===== src/rtl/aud_clk_ratio_gen.sv =====
module aud_clk_ratio_gen #(
  parameter int CW = 6
) (
  input  logic       mclk,
  input  logic       rst_n,
  input  logic       cfg_wr,
  input  logic [2:0] fs_code,
  input  logic [2:0] bpf_code,
  input  logic       master_mode,
  input  logic       cdclk_in,
  input  logic       ext_bclk,
  input  logic       ext_lrclk,
  output logic       bclk_o,
  output logic       bclk_oe,
  output logic       lrclk_o,
  output logic       lrclk_oe,
  output logic       bit_stb,
  output logic       frame_stb,
  output logic       cdclk_oe
);
  logic [1:0]    pend_fs, pend_bp, act_fs, act_bp;
  logic [CW-1:0] div, bpf, dcnt, bcnt;
  logic [2:0]    bsync, lsync;

  always_comb begin
    unique case (act_bp)
      2'd0:    bpf = CW'(16);
      2'd1:    bpf = CW'(24);
      2'd2:    bpf = CW'(32);
      default: bpf = CW'(48);
    endcase
    unique case ({act_fs, act_bp})
      4'h0: div = CW'(16);
      4'h1: div = CW'(10);
      4'h2: div = CW'(8);
      4'h3: div = CW'(5);
      4'h4: div = CW'(24);
      4'h5: div = CW'(16);
      4'h6: div = CW'(12);
      4'h7: div = CW'(8);
      4'h8: div = CW'(32);
      4'h9: div = CW'(21);
      4'hA: div = CW'(16);
      4'hB: div = CW'(10);
      4'hC: div = CW'(48);
      4'hD: div = CW'(32);
      4'hE: div = CW'(24);
      default: div = CW'(16);
    endcase
  end

  wire bit_end   = dcnt == div - CW'(1);
  wire frame_end = bit_end && (bcnt == bpf - CW'(1));

  always_ff @(posedge mclk or negedge rst_n) begin
    if (!rst_n) begin
      pend_fs <= 2'd0;
      pend_bp <= 2'd2;
      act_fs  <= 2'd0;
      act_bp  <= 2'd2;
      dcnt    <= '0;
      bcnt    <= '0;
      bsync   <= '0;
      lsync   <= '0;
    end else begin
      bsync <= {bsync[1:0], ext_bclk};
      lsync <= {lsync[1:0], ext_lrclk};
      if (cfg_wr) begin
        pend_fs <= fs_code[2] ? 2'd0 : fs_code[1:0];
        if (!bpf_code[2]) pend_bp <= bpf_code[1:0];
      end
      if (!master_mode) begin
        dcnt   <= '0;
        bcnt   <= '0;
        act_fs <= pend_fs;
        act_bp <= pend_bp;
      end else if (bit_end) begin
        dcnt <= '0;
        if (frame_end) begin
          bcnt   <= '0;
          act_fs <= pend_fs;
          act_bp <= pend_bp;
        end else begin
          bcnt <= bcnt + CW'(1);
        end
      end else begin
        dcnt <= dcnt + CW'(1);
      end
    end
  end

  assign bclk_oe   = master_mode;
  assign lrclk_oe  = master_mode;
  assign bclk_o    = master_mode && (dcnt >= div - (div >> 1));
  assign lrclk_o   = master_mode && (bcnt >= (bpf >> 1));
  assign bit_stb   = master_mode ? (dcnt == '0) : (bsync[2] & ~bsync[1]);
  assign frame_stb = master_mode ? (dcnt == '0 && bcnt == '0) : (lsync[2] & ~lsync[1]);
  assign cdclk_oe  = ~cdclk_in;
endmodule


===== config.mk =====
export PLATFORM = sky130hd
export DESIGN_NAME = aud_clk_ratio_gen
export DESIGN_NICKNAME = d
export VERILOG_FILES = /design/src/rtl/aud_clk_ratio_gen.sv
export SDC_FILE = /design/constraint.sdc
export NUM_CORES = 1
export LEC_CHECK = 0
export ABC_CLOCK_PERIOD_IN_PS = 3300
export BUFFER_PORTS_ARGS = -buffer_cell sky130_fd_sc_hd__buf_2
export CORE_UTILIZATION = 53
export DETAILED_ROUTE_END_ITERATION = 7
export PLACE_DENSITY_LB_ADDON = 0.1
export SLEW_MARGIN = 20
export SYNTH_ARGS = -nofsm -noshare
export SYNTH_HDL_FRONTEND = slang
export SYNTH_SLANG_ARGS = --single-unit

===== constraint.sdc =====
create_clock -name mclk -period 3.3 [get_ports mclk]
set_input_delay 0.165 -clock mclk [delete_from_list [all_inputs] [get_ports mclk]]
set_output_delay 0.165 -clock mclk [all_outputs]
set_load 0.05 [all_outputs]

# ---- Word level (Yosys, flattened, before mapping)
# Memories as Yosys holds them, arrays and structs flattened.
# Cells that the tools add are included.
dict set report totals {
  memories 1
  elab_cells 52
  output_inout_bits 7
  input_bits 13
  rom_bits 96
  ff_bits 26
}
dict set report classes {
  muxes 15
  n_lt_le_gt_ge 2
  n_reduce_logical 9
  eq_ne 6
  bitwise_logic 6
  add_sub_neg 5
}
# name words width rd rd_clocked_by_memory_dff wr line
set memory_table {}
lappend memory_table {{(name not given)} 16 6 1 0 0 32} ;# unique case ({act_fs, act_bp})
# op n
set ops {}
lappend ops {{$mux W6} 5}
lappend ops {{$pmux W6 S3} 1}
lappend ops {{$mux W2} 7}
lappend ops {{$add A6 B1 Y6 const B} 2}
lappend ops {{$eq A6 B6 Y1} 2}
lappend ops {{$logic_not A6 Y1} 2}
lappend ops {{$sub A6 B1 Y6 const B} 2}
lappend ops {{$ge A6 B5 Y1} 1}
lappend ops {{$ge A6 B6 Y1} 1}
lappend ops {{$sub A6 B5 Y6} 1}
lappend ops {{$logic_and A1 B1 Y1} 4}
lappend ops {{$ne A2 B1 Y1 const B} 2}
lappend ops {{$not A1 Y1} 4}
lappend ops {{$reduce_and A2 Y1} 2}
lappend ops {{$and A1 B1 Y1} 2}
lappend ops {{$eq A2 B1 Y1 const B} 1}
lappend ops {{$eq A2 B2 Y1 const B} 1}
lappend ops {{$logic_not A2 Y1} 1}
lappend ops {{$mux W1} 2}

# ---- Depth between registers and ports, before layout
# Gate-level depths: netlist of run 1.
dict set report logic_depth {
  word_depth 8
  ltp_mapped 15
  mapped_depth_nobuf 15
}

# ---- Worst setup path before layout of run 1
# Ideal clock, no wire load.
dict set report synth_timing {
  kind {reg-to-output}
  start {register act_bp[1]}
  end {output port bclk_o}
  required_ns 3.135
  path_stages_with_launch 14
  t_arrival_ns 3.350
  path_buffers 0
  path_slack_ns -0.215
  path_cell_list {dfstp_2 -> inv_1 -> ha_1 -> mux4_2 -> inv_2 -> ha_1 -> o21ai_0 -> nand2b_1 -> a21o_1 -> a21oi_1 -> xor2_1 -> ha_1 -> a21oi_1 -> nor2_1}
}
dict set report synth_between {
  elab_chain_len 4
}
# element line
set synth_rtl {}
lappend synth_rtl {{from (decl)} 21} ;# logic [1:0] pend_fs, pend_bp, act_fs, act_bp;
lappend synth_rtl {{from (signal assigned)} 76} ;# act_bp <= pend_bp;
lappend synth_rtl {{from (signal assigned)} 82} ;# act_bp <= pend_bp;
lappend synth_rtl {{$mem_v2 Z16 W6} --}
lappend synth_rtl {{$sub A6 B5 Y6} 94} ;# assign bclk_o = master_mode && (dcnt >= div - (div >> 1));
lappend synth_rtl {{$ge A6 B6 Y1} 94}
lappend synth_rtl {{$logic_and A1 B1 Y1} 94}
lappend synth_rtl {{to (decl)} 13} ;# output logic bclk_o,
# Every way passes these cells.

# ---- Worst setup path after layout of run 1
# Ends and elaborated chain as after synthesis.

==> report_table.html, run 1 <==
<table>
<tr><th>Metric</th><th>Value</th></tr>
<tr><th colspan="2">Die</th></tr>
<tr><td>Total number of placement rows</td><td>22</td></tr>
<tr><td>Die boundary height</td><td>63.9 um</td></tr>
<tr><td>Initial Util</td><td>0.555</td></tr>
<tr><td>Area enclosed by the die boundary</td><td>0.00409 mm^2</td></tr>
<tr><td>Placeable core area</td><td>0.00366 mm^2</td></tr>
<tr><td>Die Width</td><td>63.9 um</td></tr>
<tr><td>Ports</td><td>20</td></tr>
<tr><th colspan="2">Pwr</th></tr>
<tr><td>Peak supply drop</td><td>0.332 mV</td></tr>
<tr><td>Clock Power Share</td><td>0.164</td></tr>
<tr><td>Total Power Consumption</td><td>1610 uW</td></tr>
<tr><td>Net load switching power</td><td>601 uW</td></tr>
<tr><td>Relative contribution of combinational cells to total power</td><td>0.602</td></tr>
<tr><td>Design internal power</td><td>1010 uW</td></tr>
<tr><td>Lkg Pwr</td><td>0.00127 uW</td></tr>
<tr><td>Switching share of power</td><td>0.374</td></tr>
<tr><td>Reg power frac</td><td>0.234</td></tr>
<tr><td>Power density over cell area</td><td>601 mW/mm^2</td></tr>
<tr><th colspan="2">Clocking</th></tr>
<tr><td>H-tree levels</td><td>1</td></tr>
<tr><td>Later-pin clock latency in the skew report</td><td>280 ps</td></tr>
<tr><td>CTS clk-pin slew, worst paths</td><td>80 ps</td></tr>
<tr><td>CTS tree</td><td>done</td></tr>
<tr><td>CTS root buf</td><td>sky130_fd_sc_hd__clkbuf_8</td></tr>
<tr><td>Number of buffers created by CTS</td><td>3</td></tr>
<tr><td>Maximum buffer depth of the clock tree</td><td>2</td></tr>
<tr><td>Clock Sinks</td><td>26</td></tr>
<tr><th colspan="2">Global routing</th></tr>
<tr><td>Total routing usage reported by global routing</td><td>0.238</td></tr>
<tr><td>First-pass GRT wire length</td><td>7470 um</td></tr>
<tr><td>Initial antenna violation count</td><td>0</td></tr>
<tr><td>Vias in the first global route</td><td>1636</td></tr>
<tr><td>Pin count of the biggest net entering global routing</td><td>27</td></tr>
<tr><td>Total grt overflow</td><td>0</td></tr>
<tr><th colspan="2">Cells and area</th></tr>
<tr><td>Cell area after layout</td><td>0.00267 mm^2</td></tr>
<tr><td>Area Growth Syn to Fin</td><td>31.6%</td></tr>
<tr><td>Utilization after layout</td><td>0.730</td></tr>
<tr><td>Final non-filler cell total</td><td>310</td></tr>
<tr><td>Ratio of cells with drive above 1 in the final layout</td><td>0.355</td></tr>
<tr><td>Diode count</td><td>0</td></tr>
<tr><td>Fill count</td><td>267</td></tr>
<tr><td>Net count of the finished layout</td><td>306</td></tr>
<tr><th colspan="2">Detailed routing</th></tr>
<tr><td>Wire per inst</td><td>13.9 um</td></tr>
<tr><td>Via density</td><td>5.27</td></tr>
<tr><td>Number of violations reported at the end of detailed-routing iteration 0</td><td>47</td></tr>
<tr><td>Number of remaining DRC errors</td><td>0</td></tr>
<tr><td>DR pass1 iterations</td><td>4</td></tr>
<tr><td>Total detailed-routing wirelength</td><td>4320 um</td></tr>
<tr><td>Detail Route Antenna Nets</td><td>0</td></tr>
<tr><td>Total via count after detailed routing</td><td>1633</td></tr>
<tr><th colspan="2">Synthesis</th></tr>
<tr><td>Top cells by instance count after synthesis</td><td>sky130_fd_sc_hd__ha_1, sky130_fd_sc_hd__dfrtp_1, sky130_fd_sc_hd__inv_1</td></tr>
<tr><td>Synth async-reset ratio</td><td>1.00</td></tr>
<tr><td>Post-synth EDFFs</td><td>0</td></tr>
<tr><td>Dominant cells by area after synthesis</td><td>sky130_fd_sc_hd__dfrtp_1, sky130_fd_sc_hd__ha_1, sky130_fd_sc_hd__inv_1</td></tr>
<tr><td>Synth Net Count</td><td>251</td></tr>
<tr><td>Synthesized area divided by synthesized cell count</td><td>9.77 um^2</td></tr>
<tr><td>Most used DFF post-synth</td><td>sky130_fd_sc_hd__dfrtp_1</td></tr>
<tr><td>Post-synth cell types</td><td>42</td></tr>
<tr><td>Most frequent cell after synthesis</td><td>sky130_fd_sc_hd__ha_1</td></tr>
<tr><td>Netlist area before placement</td><td>0.00203 mm^2</td></tr>
<tr><td>Synthesized flop and latch total</td><td>26</td></tr>
<tr><td>Share of synthesized area occupied by flip-flops and latches</td><td>0.321</td></tr>
<tr><td>Number of warnings issued by yosys</td><td>0</td></tr>
<tr><td>Cells after Synth</td><td>208</td></tr>
<tr><td>Top cell type by total area after synthesis</td><td>sky130_fd_sc_hd__dfrtp_1</td></tr>
<tr><td>Area share of the largest cell type after synthesis</td><td>0.296</td></tr>
<tr><th colspan="2">STA</th></tr>
<tr><td>Post-layout worst setup margin</td><td>-272 ps</td></tr>
<tr><td>Final-layout setup total negative slack</td><td>-1020 ps</td></tr>
<tr><td>Fin. max-slew vios</td><td>0</td></tr>
<tr><td>Max Clock Skew</td><td>10.5 ps</td></tr>
<tr><td>Max-slew headroom at the worst pin</td><td>0.617</td></tr>
<tr><td>Final period demand of the worst path</td><td>3570 ps</td></tr>
<tr><td>Final hold violation count</td><td>0</td></tr>
<tr><td>Unrepaired setup endpoints after global routing</td><td>true</td></tr>
<tr><td>Final cycle utilization of the critical path</td><td>1.08</td></tr>
<tr><td>Least-Margin Pin Slew</td><td>575 ps</td></tr>
<tr><td>Highest Clock Rate</td><td>280 MHz</td></tr>
<tr><td>Final setup vio count</td><td>9</td></tr>
<tr><th colspan="2">Worst setup path</th></tr>
<tr><td>Worst EP arrival</td><td>3410 ps</td></tr>
<tr><td>Nature of the critical path endpoint</td><td>output port</td></tr>
<tr><td>Nature of the critical path startpoint</td><td>register</td></tr>
<tr><td>Slowest CP cell</td><td>sky130_fd_sc_hd__dfstp_2</td></tr>
<tr><td>Highest net fanout along the worst path</td><td>5</td></tr>
<tr><td>Maximum single-stage delay on the critical path</td><td>620 ps</td></tr>
<tr><td>Chain of cells forming the critical path</td><td>buf_6 -&gt; ha_4 -&gt; nand2b_1 -&gt; a21boi_1 -&gt; o21a_1 -&gt; ha_1 -&gt; nor2b_1 -&gt; o21ai_1 -&gt; nand2b_1 -&gt; buf_4 -&gt; xnor2_1 -&gt; ha_1 -&gt; a21o_1 -&gt; a21o_1 -&gt; a21oi_2 -&gt; nor2_2 -&gt; buf_6</td></tr>
<tr><td>Critical path required time</td><td>3130 ps</td></tr>
<tr><td>Classification of the worst setup path</td><td>reg -&gt; out</td></tr>
<tr><th colspan="2">Placed design</th></tr>
<tr><td>Hpwl dp</td><td>3190 um</td></tr>
<tr><td>Total placed cells including tap cells</td><td>289</td></tr>
<tr><td>Placer's final routability congestion estimate</td><td>0.876</td></tr>
<tr><td>Post-place instance area</td><td>0.00232 mm^2</td></tr>
<tr><td># port buffers</td><td>19</td></tr>
<tr><th colspan="2">Outcome</th></tr>
<tr><td>Violations in the final reports</td><td>setup timing</td></tr>
<tr><td>Status</td><td>complete, but fails checks</td></tr>
<tr><th colspan="2">Hold path</th></tr>
<tr><td>HP Class</td><td>in -&gt; reg</td></tr>
<tr><th colspan="2">Job</th></tr>
<tr><td>Number of max-cap violations</td><td>0</td></tr>
</table>
-- worst max-delay path, delay by kind of cell, from the launching register on --
| kind | cells | cell delay, ps |
|---|---|---|
| AO/OA/AOI/OAI | 6 | 960 |
| adder cells (fa/ha/maj) | 3 | 650 |
| AND/OR/NAND/NOR | 4 | 340 |
| flip-flops | 1 | 620 |
| XOR/XNOR | 1 | 150 |
| buffers and inverters | 3 | 420 |
-- cells in the final DEF (no fill, tap or decap), types with 4 or more instances in the layout --
| master | n |
|---|---|
| sky130_fd_sc_hd__buf_2 | 18 |
| sky130_fd_sc_hd__nand3b_1 | 4 |
| sky130_fd_sc_hd__buf_6 | 7 |
| sky130_fd_sc_hd__buf_4 | 28 |
| sky130_fd_sc_hd__nor2_1 | 12 |
| sky130_fd_sc_hd__nand3_1 | 6 |
| sky130_fd_sc_hd__ha_1 | 20 |
| sky130_fd_sc_hd__xnor2_1 | 9 |
| sky130_fd_sc_hd__nor2b_1 | 4 |
| sky130_fd_sc_hd__dfrtp_1 | 24 |
| sky130_fd_sc_hd__inv_1 | 20 |
| sky130_fd_sc_hd__xor2_1 | 9 |
| sky130_fd_sc_hd__nand2b_1 | 4 |
| sky130_fd_sc_hd__a21oi_1 | 4 |
| sky130_fd_sc_hd__ha_4 | 6 |
| sky130_fd_sc_hd__a21o_1 | 6 |
| sky130_fd_sc_hd__nand2_1 | 15 |
| sky130_fd_sc_hd__o21ai_0 | 5 |
-- routing by layer --
| metal | vias to the layer above | wire, um | GRT usage |
|---|---|---|---|
| met5 | - | 0 | 0 |
| met3 | 5 | 79 | 0.0268 |
| met2 | 18 | 2270 | 0.407 |
| met1 | 790 | 1920 | 0.316 |
| met4 | 0 | 45 | 0.0682 |
| li1 | 820 | - | - |
-- state kept, by name, summed over array words and instances (netlist names) --
register  cells
act_bp        2
act_fs        2
bcnt          6
bsync         3
dcnt          6
lsync         3
pend_bp       2
pend_fs       2
-- kinds of logic after synthesis --
kind of cell	count (synthesis)	synth area share
and+or+nand+nor	55	0.135
AOI/OAI and AO/OA	36	0.132
DFF	26	0.321
buffers and inverters	31	0.0640
adders and majority gates	30	0.188
muxes	11	0.0702
xor gates and xnor gates	19	0.0887
-- final timing paths --
| check | startpoint | slack [ps] | depth (start not counted) | to |
|---|---|---|---|---|
| hold reg to reg | bsync[0] | 360 | 0 | bsync[1] |
| setup reg to reg | act_bp[1] | -160 | 13 | act_fs[0] |
| setup / recovery | act_bp[1] | -270 | 17 | bclk_o |
| max in group asynchronous | rst_n | 2490 | 2 | bcnt[0] |
| min in group asynchronous | rst_n | 430 | 2 | bcnt[1] |
| hold / removal | bpf_code[0] | 130 | 2 | pend_bp[0] |
-- power groups by stage --
stage | logic, uW | registers [uW] | clock network [uW]
finish | 967 | 377 | 264
global route | 1060 | 381 | 282
CTS | 907 | 377 | 266
floorplan | 541 | 369 | 0
global placement | 734 | 378 | 0
detailed placement | 760 | 380 | 0
-- timing repair --
action	in CTS	in global routing
hold endpoints to repair	26	0
buffers inserted	10	5
gates resized for setup	28	9
pin swaps	14	3
hold buffers	3	0
endpoints found under the setup margin	9	17
-- cell type report --
class | instances | area (um^2) | share of cell area
tap | 48 | 60.1 | 0.0225
multi-input combinational | 151 | 1380 | 0.517
clock inverter | 1 | 30.0 | 0.0112
timing repair buffer | 56 | 409 | 0.153
inverter | 25 | 98.8 | 0.0370
sequential | 26 | 653 | 0.244
clock buffer | 3 | 41.3 | 0.0154
-- stage by stage --
step | hold WS (ps) | setup slack [ps]
after floorplan | -131 | 3.35
after global routing | 130 | -452
after global placement | 181 | -47.5
after detailed placement | 198 | -86.3
after CTS | 130 | -215
final | 133 | -272
Note: power is estimated with default switching activity, not from simulation.
==> run 2: changes to the inputs <==
--- a/config.mk
+++ b/config.mk
@@ -10,6 +10,7 @@
 export CORE_UTILIZATION = 53
 export DETAILED_ROUTE_END_ITERATION = 7
 export PLACE_DENSITY_LB_ADDON = 0.1
+export SETUP_SLACK_MARGIN = 0.05
 export SLEW_MARGIN = 20
 export SYNTH_ARGS = -nofsm -noshare
 export SYNTH_HDL_FRONTEND = slang
==> report_table.html, run 2 (synthesis results as in run 1) <==
<table>
<tr><th>Metric</th><th>Value</th></tr>
<tr><th colspan="2">Outcome</th></tr>
<tr><td>Status</td><td>complete, but fails checks</td></tr>
<tr><td>Violations in the final reports</td><td>setup timing</td></tr>
<tr><th colspan="2">Cells and area</th></tr>
<tr><td>Final non-filler cell total</td><td>296 (-4.5%)</td></tr>
<tr><td>Cell area after layout</td><td>0.00257 mm^2 (-3.8%)</td></tr>
<tr><td>Top Registers</td><td>bcnt: 6 flops, dcnt: 6 flops</td></tr>
<tr><td>Diode count</td><td>0 (unchanged)</td></tr>
<tr><td>Highest-count cells in the layout ignoring fill and taps</td><td>sky130_fd_sc_hd__dfrtp_1, sky130_fd_sc_hd__ha_1, sky130_fd_sc_hd__inv_1</td></tr>
<tr><td>Ratio of cells with drive above 1 in the final layout</td><td>0.319 (-0.0364)</td></tr>
<tr><td>Most common cell after layout, fill and taps aside</td><td>sky130_fd_sc_hd__dfrtp_1</td></tr>
<tr><td>Area Growth Syn to Fin</td><td>26.5%</td></tr>
<tr><td>Utilization after layout</td><td>0.702 (-0.0280)</td></tr>
<tr><td>Net count of the finished layout</td><td>292 (-4.6%)</td></tr>
<tr><th colspan="2">Clocking</th></tr>
<tr><td>Clock Sinks</td><td>26 (unchanged)</td></tr>
<tr><td>CTS tree</td><td>done</td></tr>
<tr><td>CTS root buf</td><td>sky130_fd_sc_hd__clkbuf_8</td></tr>
<tr><td>CTS clk-pin slew, worst paths</td><td>90 ps (about the same)</td></tr>
<tr><td>Maximum buffer depth of the clock tree</td><td>2 (unchanged)</td></tr>
<tr><td>H-tree levels</td><td>1 (unchanged)</td></tr>
<tr><td>Later-pin clock latency in the skew report</td><td>270 ps (about the same)</td></tr>
<tr><td>Number of buffers created by CTS</td><td>3 (unchanged)</td></tr>
<tr><th colspan="2">Detailed routing</th></tr>
<tr><td>DR pass1 iterations</td><td>4 (unchanged)</td></tr>
<tr><td>Total detailed-routing wirelength</td><td>4450 um (+3.2%)</td></tr>
<tr><td>Total via count after detailed routing</td><td>1609 (-1.5%)</td></tr>
<tr><td>Detail Route Antenna Nets</td><td>0 (unchanged)</td></tr>
<tr><td>Number of violations reported at the end of detailed-routing iteration 0</td><td>49 (+4.3%)</td></tr>
<tr><td>Number of remaining DRC errors</td><td>0 (unchanged)</td></tr>
<tr><td>Wire per inst</td><td>15.0 um (+8.1%)</td></tr>
<tr><td>Via density</td><td>5.44 (+3.2%)</td></tr>
<tr><th colspan="2">Global routing</th></tr>
<tr><td>Initial antenna violation count</td><td>0 (unchanged)</td></tr>
<tr><td>Pin count of the biggest net entering global routing</td><td>27 (unchanged)</td></tr>
<tr><td>First-pass GRT wire length</td><td>7520 um (+0.75%)</td></tr>
<tr><td>Total grt overflow</td><td>0 (unchanged)</td></tr>
<tr><td>Total routing usage reported by global routing</td><td>0.242 (+0.00407)</td></tr>
<tr><td>Vias in the first global route</td><td>1590 (-2.8%)</td></tr>
<tr><th colspan="2">Worst setup path</th></tr>
<tr><td>Nature of the critical path endpoint</td><td>output port</td></tr>
<tr><td>Source of the critical timing path</td><td>act_bp[1]</td></tr>
<tr><td>Nature of the critical path startpoint</td><td>register</td></tr>
<tr><td>Highest net fanout along the worst path</td><td>5 (unchanged)</td></tr>
<tr><td>Critical path required time</td><td>3130 ps (about the same)</td></tr>
<tr><td>Worst EP arrival</td><td>3370 ps (-40 ps)</td></tr>
<tr><td>Classification of the worst setup path</td><td>reg -&gt; out</td></tr>
<tr><td>Startpoint of the most critical register-to-register path</td><td>act_bp[1]</td></tr>
<tr><th colspan="2">STA</th></tr>
<tr><td>Least-Margin Pin Slew</td><td>597 ps (+22.0 ps)</td></tr>
<tr><td>Unrepaired setup endpoints after global routing</td><td>true</td></tr>
<tr><td>Post-layout worst setup margin</td><td>-235 ps (+36.7 ps)</td></tr>
<tr><td>Final hold violation count</td><td>0 (unchanged)</td></tr>
<tr><td>Fin. max-slew vios</td><td>0 (unchanged)</td></tr>
<tr><td>Highest Clock Rate</td><td>283 MHz (+1.0%)</td></tr>
<tr><td>Final setup vio count</td><td>7 (-2)</td></tr>
<tr><td>Max-slew headroom at the worst pin</td><td>0.602 (-0.0146)</td></tr>
<tr><td>Final period demand of the worst path</td><td>3540 ps (-36.7 ps)</td></tr>
<tr><td>Final cycle utilization of the critical path</td><td>1.07 (-0.0111)</td></tr>
<tr><td>Final-layout setup total negative slack</td><td>-714 ps (+302 ps)</td></tr>
<tr><td>Max Clock Skew</td><td>1.87 ps (-8.60 ps)</td></tr>
<tr><th colspan="2">Pwr</th></tr>
<tr><td>Switching share of power</td><td>0.386 (+0.0119)</td></tr>
<tr><td>Peak supply drop</td><td>0.443 mV (+33%)</td></tr>
<tr><td>Lkg Pwr</td><td>0.00121 uW (-5.2%)</td></tr>
<tr><td>Reg power frac</td><td>0.253 (+0.019)</td></tr>
<tr><td>Clock Power Share</td><td>0.173 (+0.009)</td></tr>
<tr><td>Design internal power</td><td>932 uW (-7.4%)</td></tr>
<tr><td>Power density over cell area</td><td>590 mW/mm^2 (-1.8%)</td></tr>
<tr><td>Net load switching power</td><td>586 uW (-2.6%)</td></tr>
<tr><td>Relative contribution of combinational cells to total power</td><td>0.575 (-0.027)</td></tr>
<tr><th colspan="2">Die</th></tr>
<tr><td>Area enclosed by the die boundary</td><td>0.00409 mm^2 (unchanged)</td></tr>
<tr><td>Placeable core area</td><td>0.00366 mm^2 (unchanged)</td></tr>
<tr><td>Initial Util</td><td>0.555 (unchanged)</td></tr>
<tr><td>Ports</td><td>20 (unchanged)</td></tr>
<tr><td>Die Width</td><td>63.9 um (unchanged)</td></tr>
<tr><td>Total number of placement rows</td><td>22 (unchanged)</td></tr>
<tr><td>Die boundary height</td><td>63.9 um (unchanged)</td></tr>
<tr><th colspan="2">Placed design</th></tr>
<tr><td>Hpwl dp</td><td>3210 um (+0.64%)</td></tr>
<tr><td>Placer's final routability congestion estimate</td><td>0.822 (-6.2%)</td></tr>
<tr><td>Post-Place Setup Slack</td><td>-185 ps (-98.4 ps)</td></tr>
<tr><td>Total placed cells including tap cells</td><td>281 (-2.8%)</td></tr>
<tr><td>Post-place instance area</td><td>0.00227 mm^2 (-1.9%)</td></tr>
<tr><td># port buffers</td><td>19 (unchanged)</td></tr>
<tr><th colspan="2">Hold path</th></tr>
<tr><td>HP Class</td><td>in -&gt; reg</td></tr>
<tr><td>Source of the worst hold timing path</td><td>cfg_wr</td></tr>
<tr><th colspan="2">Job</th></tr>
<tr><td>Number of max-cap violations</td><td>0 (unchanged)</td></tr>
</table>
run 2: worst max-delay path, stage by stage (launching register included):
cell and delay (ps):
sky130_fd_sc_hd__dfstp_2 630, sky130_fd_sc_hd__ha_4 180, sky130_fd_sc_hd__mux2i_1 70, sky130_fd_sc_hd__nor2_1 140
sky130_fd_sc_hd__inv_1 80, sky130_fd_sc_hd__ha_2 210, sky130_fd_sc_hd__fa_1 500, sky130_fd_sc_hd__ha_1 300
sky130_fd_sc_hd__a21o_1 160, sky130_fd_sc_hd__a21o_1 150, sky130_fd_sc_hd__a21o_1 160, sky130_fd_sc_hd__a21o_1 160
sky130_fd_sc_hd__a21oi_2 140, sky130_fd_sc_hd__nor2_2 60, sky130_fd_sc_hd__buf_6 150
run 2: final timing paths:
| path | to | slack (ps) | cells past startpoint |
|---|---|---|---|
| setup / recovery | bclk_o | -240 | 14 |
| hold / removal | pend_fs[0] | 120 | 2 |
| setup reg to reg | act_fs[1] | -120 | 12 |
| hold reg to reg | bsync[1] | 350 | 0 |
| max in group asynchronous | act_bp[0] | 2450 | 2 |
| min in group asynchronous | dcnt[2] | 420 | 2 |
run 2: what timing repair did:
| item | CTS | global route |
|---|---|---|
| resized for setup | 28 | 3 |
| hold endpoints to repair | 26 | 0 |
| hold buffers | 3 | 0 |
| cloned | 0 | 0 |
| pin swaps | 11 | 6 |
| setup endpoints to repair | 9 | 17 |
| setup buffers | 6 | 2 |
run 2: cell type report:
| class | instances | area (um^2) |
|---|---|---|
| clock buffer | 3 | 41.3 |
| timing repair buffer | 42 | 289 |
| multi-input combinational | 151 | 1400 |
| clock inverter | 1 | 30.0 |
| sequential | 26 | 654 |
| tap | 48 | 60.1 |
| inverter | 25 | 98.8 |
| fill | 278 | 1090 |
run 2: power groups by stage:
stage / clock network, uW / logic (uW) / registers, uW
after floorplan: 0 / 555 / 369
after global placement: 0 / 697 / 381
after detailed placement: 0 / 738 / 382
after CTS: 268 / 852 / 383
after global routing: 284 / 955 / 390
final: 262 / 872 / 383
run 2: routing by layer:
layer / global-route usage / share of wire / vias to the layer above
li1: - / - / 791
met1: 0.294 / 0.42 / 776
met2: 0.424 / 0.53 / 36
met3: 0.0429 / 0.036 / 6
met4: 0.0881 / 0.015 / 0
met5: 0 / 0 / -
run 2: through the flow:
step	hold WS [ps]	power, uW
final	118	1520
after global routing	117	1630
after CTS	122	1500
after detailed placement	190	1120
after global placement	172	1080
after floorplan	-131	924
==> run 3: changes to the inputs <==
--- a/config.mk
+++ b/config.mk
@@ -5,9 +5,9 @@
 export SDC_FILE = /design/constraint.sdc
 export NUM_CORES = 1
 export LEC_CHECK = 0
-export ABC_CLOCK_PERIOD_IN_PS = 3300
+export ABC_CLOCK_PERIOD_IN_PS = 4500
 export BUFFER_PORTS_ARGS = -buffer_cell sky130_fd_sc_hd__buf_2
-export CORE_UTILIZATION = 53
+export CORE_UTILIZATION = 64
 export DETAILED_ROUTE_END_ITERATION = 7
 export PLACE_DENSITY_LB_ADDON = 0.1
 export SETUP_SLACK_MARGIN = 0.05
==> constraint.sdc (replaced) <==
create_clock -name mclk -period 4.5 [get_ports mclk]
set_input_delay 0.225 -clock mclk [delete_from_list [all_inputs] [get_ports mclk]]
set_output_delay 0.225 -clock mclk [all_outputs]
set_load 0.05 [all_outputs]
==> report_table.html, run 3 (synthesis results as in run 1) <==
<table>
<tr><th>Metric</th><th>Value</th></tr>
<tr><th colspan="2">Pwr</th></tr>
<tr><td>Lkg Pwr</td><td>0.00109 uW (-10%)</td></tr>
<tr><td>Peak supply drop</td><td>0.267 mV (-40%)</td></tr>
<tr><td>Total Power Consumption</td><td>913 uW (-40%)</td></tr>
<tr><td>Power density over cell area</td><td>410 mW/mm^2 (-31%)</td></tr>
<tr><th colspan="2">Detailed routing</th></tr>
<tr><td>DR pass1 iterations</td><td>4 (unchanged)</td></tr>
<tr><td>Number of remaining DRC errors</td><td>0 (unchanged)</td></tr>
<tr><td>Total via count after detailed routing</td><td>1482 (-7.9%)</td></tr>
<tr><td>Detail Route Antenna Nets</td><td>0 (unchanged)</td></tr>
<tr><td>Total detailed-routing wirelength</td><td>3710 um (-17%)</td></tr>
<tr><td>Via density</td><td>5.45 (+0.23%)</td></tr>
<tr><td>Wire per inst</td><td>13.7 um (-9.2%)</td></tr>
<tr><td>Number of violations reported at the end of detailed-routing iteration 0</td><td>42 (-14%)</td></tr>
<tr><th colspan="2">STA</th></tr>
<tr><td>Final cycle utilization of the critical path</td><td>0.881</td></tr>
<tr><td>Final period demand of the worst path</td><td>3960 ps</td></tr>
<tr><td>Max-slew headroom at the worst pin</td><td>0.511 (-0.0906)</td></tr>
<tr><td>Final setup vio count</td><td>0 (-7)</td></tr>
<tr><td>Highest Clock Rate</td><td>252 MHz</td></tr>
<tr><td>Final hold violation count</td><td>0 (unchanged)</td></tr>
<tr><td>Final-layout setup total negative slack</td><td>0 ps (+714 ps)</td></tr>
<tr><td>Unrepaired setup endpoints after global routing</td><td>false</td></tr>
<tr><td>Least-Margin Pin Slew</td><td>726 ps (+129 ps)</td></tr>
<tr><td>Post-layout worst setup margin</td><td>536 ps (+771 ps)</td></tr>
<tr><td>Fin. max-slew vios</td><td>0 (unchanged)</td></tr>
<tr><td>Max Clock Skew</td><td>8.09 ps (+6.23 ps)</td></tr>
<tr><th colspan="2">Worst setup path</th></tr>
<tr><td>Nature of the critical path startpoint</td><td>register</td></tr>
<tr><td>Critical path required time</td><td>4280 ps (+1150 ps)</td></tr>
<tr><td>Reg2Reg Capture Point</td><td>bcnt[5]</td></tr>
<tr><td>Classification of the worst setup path</td><td>reg -&gt; out</td></tr>
<tr><td>Nature of the critical path endpoint</td><td>output port</td></tr>
<tr><td>Reg2Reg Setup Slack</td><td>750 ps (+870 ps)</td></tr>
<tr><td>Critical path capture point</td><td>bclk_o</td></tr>
<tr><td>Source of the critical timing path</td><td>act_bp[1]</td></tr>
<tr><td>Highest net fanout along the worst path</td><td>7 (+2)</td></tr>
<tr><td>Worst EP arrival</td><td>3740 ps (+370 ps)</td></tr>
<tr><td>Startpoint of the most critical register-to-register path</td><td>act_bp[1]</td></tr>
<tr><td>Depth of the worst register-to-register path</td><td>11 (-1)</td></tr>
<tr><th colspan="2">Cells and area</th></tr>
<tr><td>Utilization after layout</td><td>0.736 (+0.0336)</td></tr>
<tr><td>Diode count</td><td>0 (unchanged)</td></tr>
<tr><td>Highest-count cells in the layout ignoring fill and taps</td><td>sky130_fd_sc_hd__ha_1, sky130_fd_sc_hd__dfrtp_1, sky130_fd_sc_hd__inv_1</td></tr>
<tr><td>Area Growth Syn to Fin</td><td>9.67%</td></tr>
<tr><td>Most common cell after layout, fill and taps aside</td><td>sky130_fd_sc_hd__ha_1</td></tr>
<tr><td>Ratio of cells with drive above 1 in the final layout</td><td>0.158 (-0.161)</td></tr>
<tr><td>Net count of the finished layout</td><td>272 (-6.8%)</td></tr>
<tr><td>Cell area after layout</td><td>0.00223 mm^2 (-13%)</td></tr>
<tr><td>Top Registers</td><td>bcnt: 6 flops, dcnt: 6 flops</td></tr>
<tr><th colspan="2">Clocking</th></tr>
<tr><td>Maximum buffer depth of the clock tree</td><td>2 (unchanged)</td></tr>
<tr><td>CTS tree</td><td>done</td></tr>
<tr><td>Number of buffers created by CTS</td><td>3 (unchanged)</td></tr>
<tr><td>CTS root buf</td><td>sky130_fd_sc_hd__clkbuf_4</td></tr>
<tr><td>Later-pin clock latency in the skew report</td><td>330 ps (+60 ps)</td></tr>
<tr><td>CTS clk-pin slew, worst paths</td><td>130 ps (+40 ps)</td></tr>
<tr><td>Total of cells resized after clock tree synthesis</td><td>0 (-100%)</td></tr>
<tr><td>Number of hold buffers added after CTS</td><td>3 (unchanged)</td></tr>
<tr><td>Clock Sinks</td><td>26 (unchanged)</td></tr>
<tr><td>Buffer count from post-CTS setup fixing</td><td>0 (-6)</td></tr>
<tr><td>H-tree levels</td><td>1 (unchanged)</td></tr>
<tr><th colspan="2">Global routing</th></tr>
<tr><td>Pin count of the biggest net entering global routing</td><td>27 (unchanged)</td></tr>
<tr><td>First-pass GRT wire length</td><td>6430 um (-15%)</td></tr>
<tr><td>Total routing usage reported by global routing</td><td>0.247 (+0.00506)</td></tr>
<tr><td>Vias in the first global route</td><td>1494 (-6.0%)</td></tr>
<tr><td>Initial antenna violation count</td><td>0 (unchanged)</td></tr>
<tr><td>Total grt overflow</td><td>0 (unchanged)</td></tr>
<tr><th colspan="2">Die</th></tr>
<tr><td>Area enclosed by the die boundary</td><td>0.00340 mm^2 (-17%)</td></tr>
<tr><td>Die boundary height</td><td>58.3 um (-8.7%)</td></tr>
<tr><td>Die Width</td><td>58.3 um (-8.7%)</td></tr>
<tr><td>Total number of placement rows</td><td>20 (-9.1%)</td></tr>
<tr><td>Placeable core area</td><td>0.00303 mm^2 (-17%)</td></tr>
<tr><td>Ports</td><td>20 (unchanged)</td></tr>
<tr><td>Initial Util</td><td>0.671 (+0.116)</td></tr>
<tr><th colspan="2">Placed design</th></tr>
<tr><td>Post-Place Setup Slack</td><td>746 ps (+931 ps)</td></tr>
<tr><td>Hpwl dp</td><td>2960 um (-7.9%)</td></tr>
<tr><td># port buffers</td><td>19 (unchanged)</td></tr>
<tr><td>Placer's final routability congestion estimate</td><td>0.858 (+4.4%)</td></tr>
<tr><td>Post-place instance area</td><td>0.00215 mm^2 (-5.7%)</td></tr>
<tr><th colspan="2">Hold path</th></tr>
<tr><td>HP Class</td><td>in -&gt; reg</td></tr>
<tr><th colspan="2">Job</th></tr>
<tr><td>Number of max-cap violations</td><td>0 (unchanged)</td></tr>
<tr><th colspan="2">Outcome</th></tr>
<tr><td>Status</td><td>finished clean</td></tr>
</table>
run 3: cell count changes in the layout (fill, tap and decap cells not counted), moves of 3 or more:
cell                       before  now
sky130_fd_sc_hd__a21oi_1        4    7
sky130_fd_sc_hd__inv_1         20   23
sky130_fd_sc_hd__ha_1          21   29
sky130_fd_sc_hd__clkbuf_8       3    0
sky130_fd_sc_hd__buf_4         18    0
sky130_fd_sc_hd__a21oi_2        3    0
sky130_fd_sc_hd__clkbuf_4       0    3
sky130_fd_sc_hd__buf_6          3    0
sky130_fd_sc_hd__ha_4           7    0
run 3: worst min path at each step:
| stage | startpoint | to | slack (ps) | cells after the start |
|---|---|---|---|---|
| 3_5_place_dp | rst_n | dcnt[3] | 250 | 1 |
| 3_3_place_gp | rst_n | dcnt[4] | 230 | 1 |
| 5_1_grt | bpf_code[0] | pend_bp[0] | 110 | 2 |
| 6_report | cfg_wr | pend_fs[1] | 120 | 2 |
| 2_1_floorplan | rst_n | act_bp[0] | -70 | 0 |
| 4_1_cts | bpf_code[0] | pend_bp[0] | 110 | 2 |
run 3: where the power goes:
group	leakage (uW)	internal, uW	switching (uW)
clock network	0.0000279	90.2	69.2
logic	0.000726	215	263
registers	0.000332	253	23.7
total	0.00109	557	356
run 3: through the flow:
stage	hold WS, ps	cells
after floorplan	-70.6	208
after global placement	233	265
after detailed placement	248	265
after CTS	113	272
after global routing	106	272
final	124	272
run 3: critical path, stage by stage, from the launching register on:
cell and delay [ps]:
sky130_fd_sc_hd__dfstp_2 610, sky130_fd_sc_hd__ha_1 280, sky130_fd_sc_hd__mux2i_1 120, sky130_fd_sc_hd__nor2_1 200
sky130_fd_sc_hd__inv_1 110, sky130_fd_sc_hd__ha_1 240, sky130_fd_sc_hd__fa_1 560, sky130_fd_sc_hd__ha_1 230
sky130_fd_sc_hd__a21o_1 160, sky130_fd_sc_hd__a21o_1 170, sky130_fd_sc_hd__a21o_1 170, sky130_fd_sc_hd__a21o_1 170
sky130_fd_sc_hd__a21oi_1 130, sky130_fd_sc_hd__nor2_1 60, sky130_fd_sc_hd__buf_2 210
run 3: area by class of cell:
| type | count | area (um^2) |
|---|---|---|
| clock inverters | 1 | 30.0 |
| multi-input cells | 151 | 1250 |
| flip-flops and latches | 26 | 653 |
| repair buffers | 22 | 125 |
| clock buffers | 3 | 22.5 |
| inverters | 25 | 93.8 |
| fillers | 236 | 800 |
| well taps | 44 | 55.1 |
run 3: routing by layer:
layer,up-vias,track usage,wire [um]
li1,746,-,-
met1,698,0.308,1630
met2,31,0.440,1920
met3,7,0.0264,98
met4,0,0.0986,66
met5,-,0,0
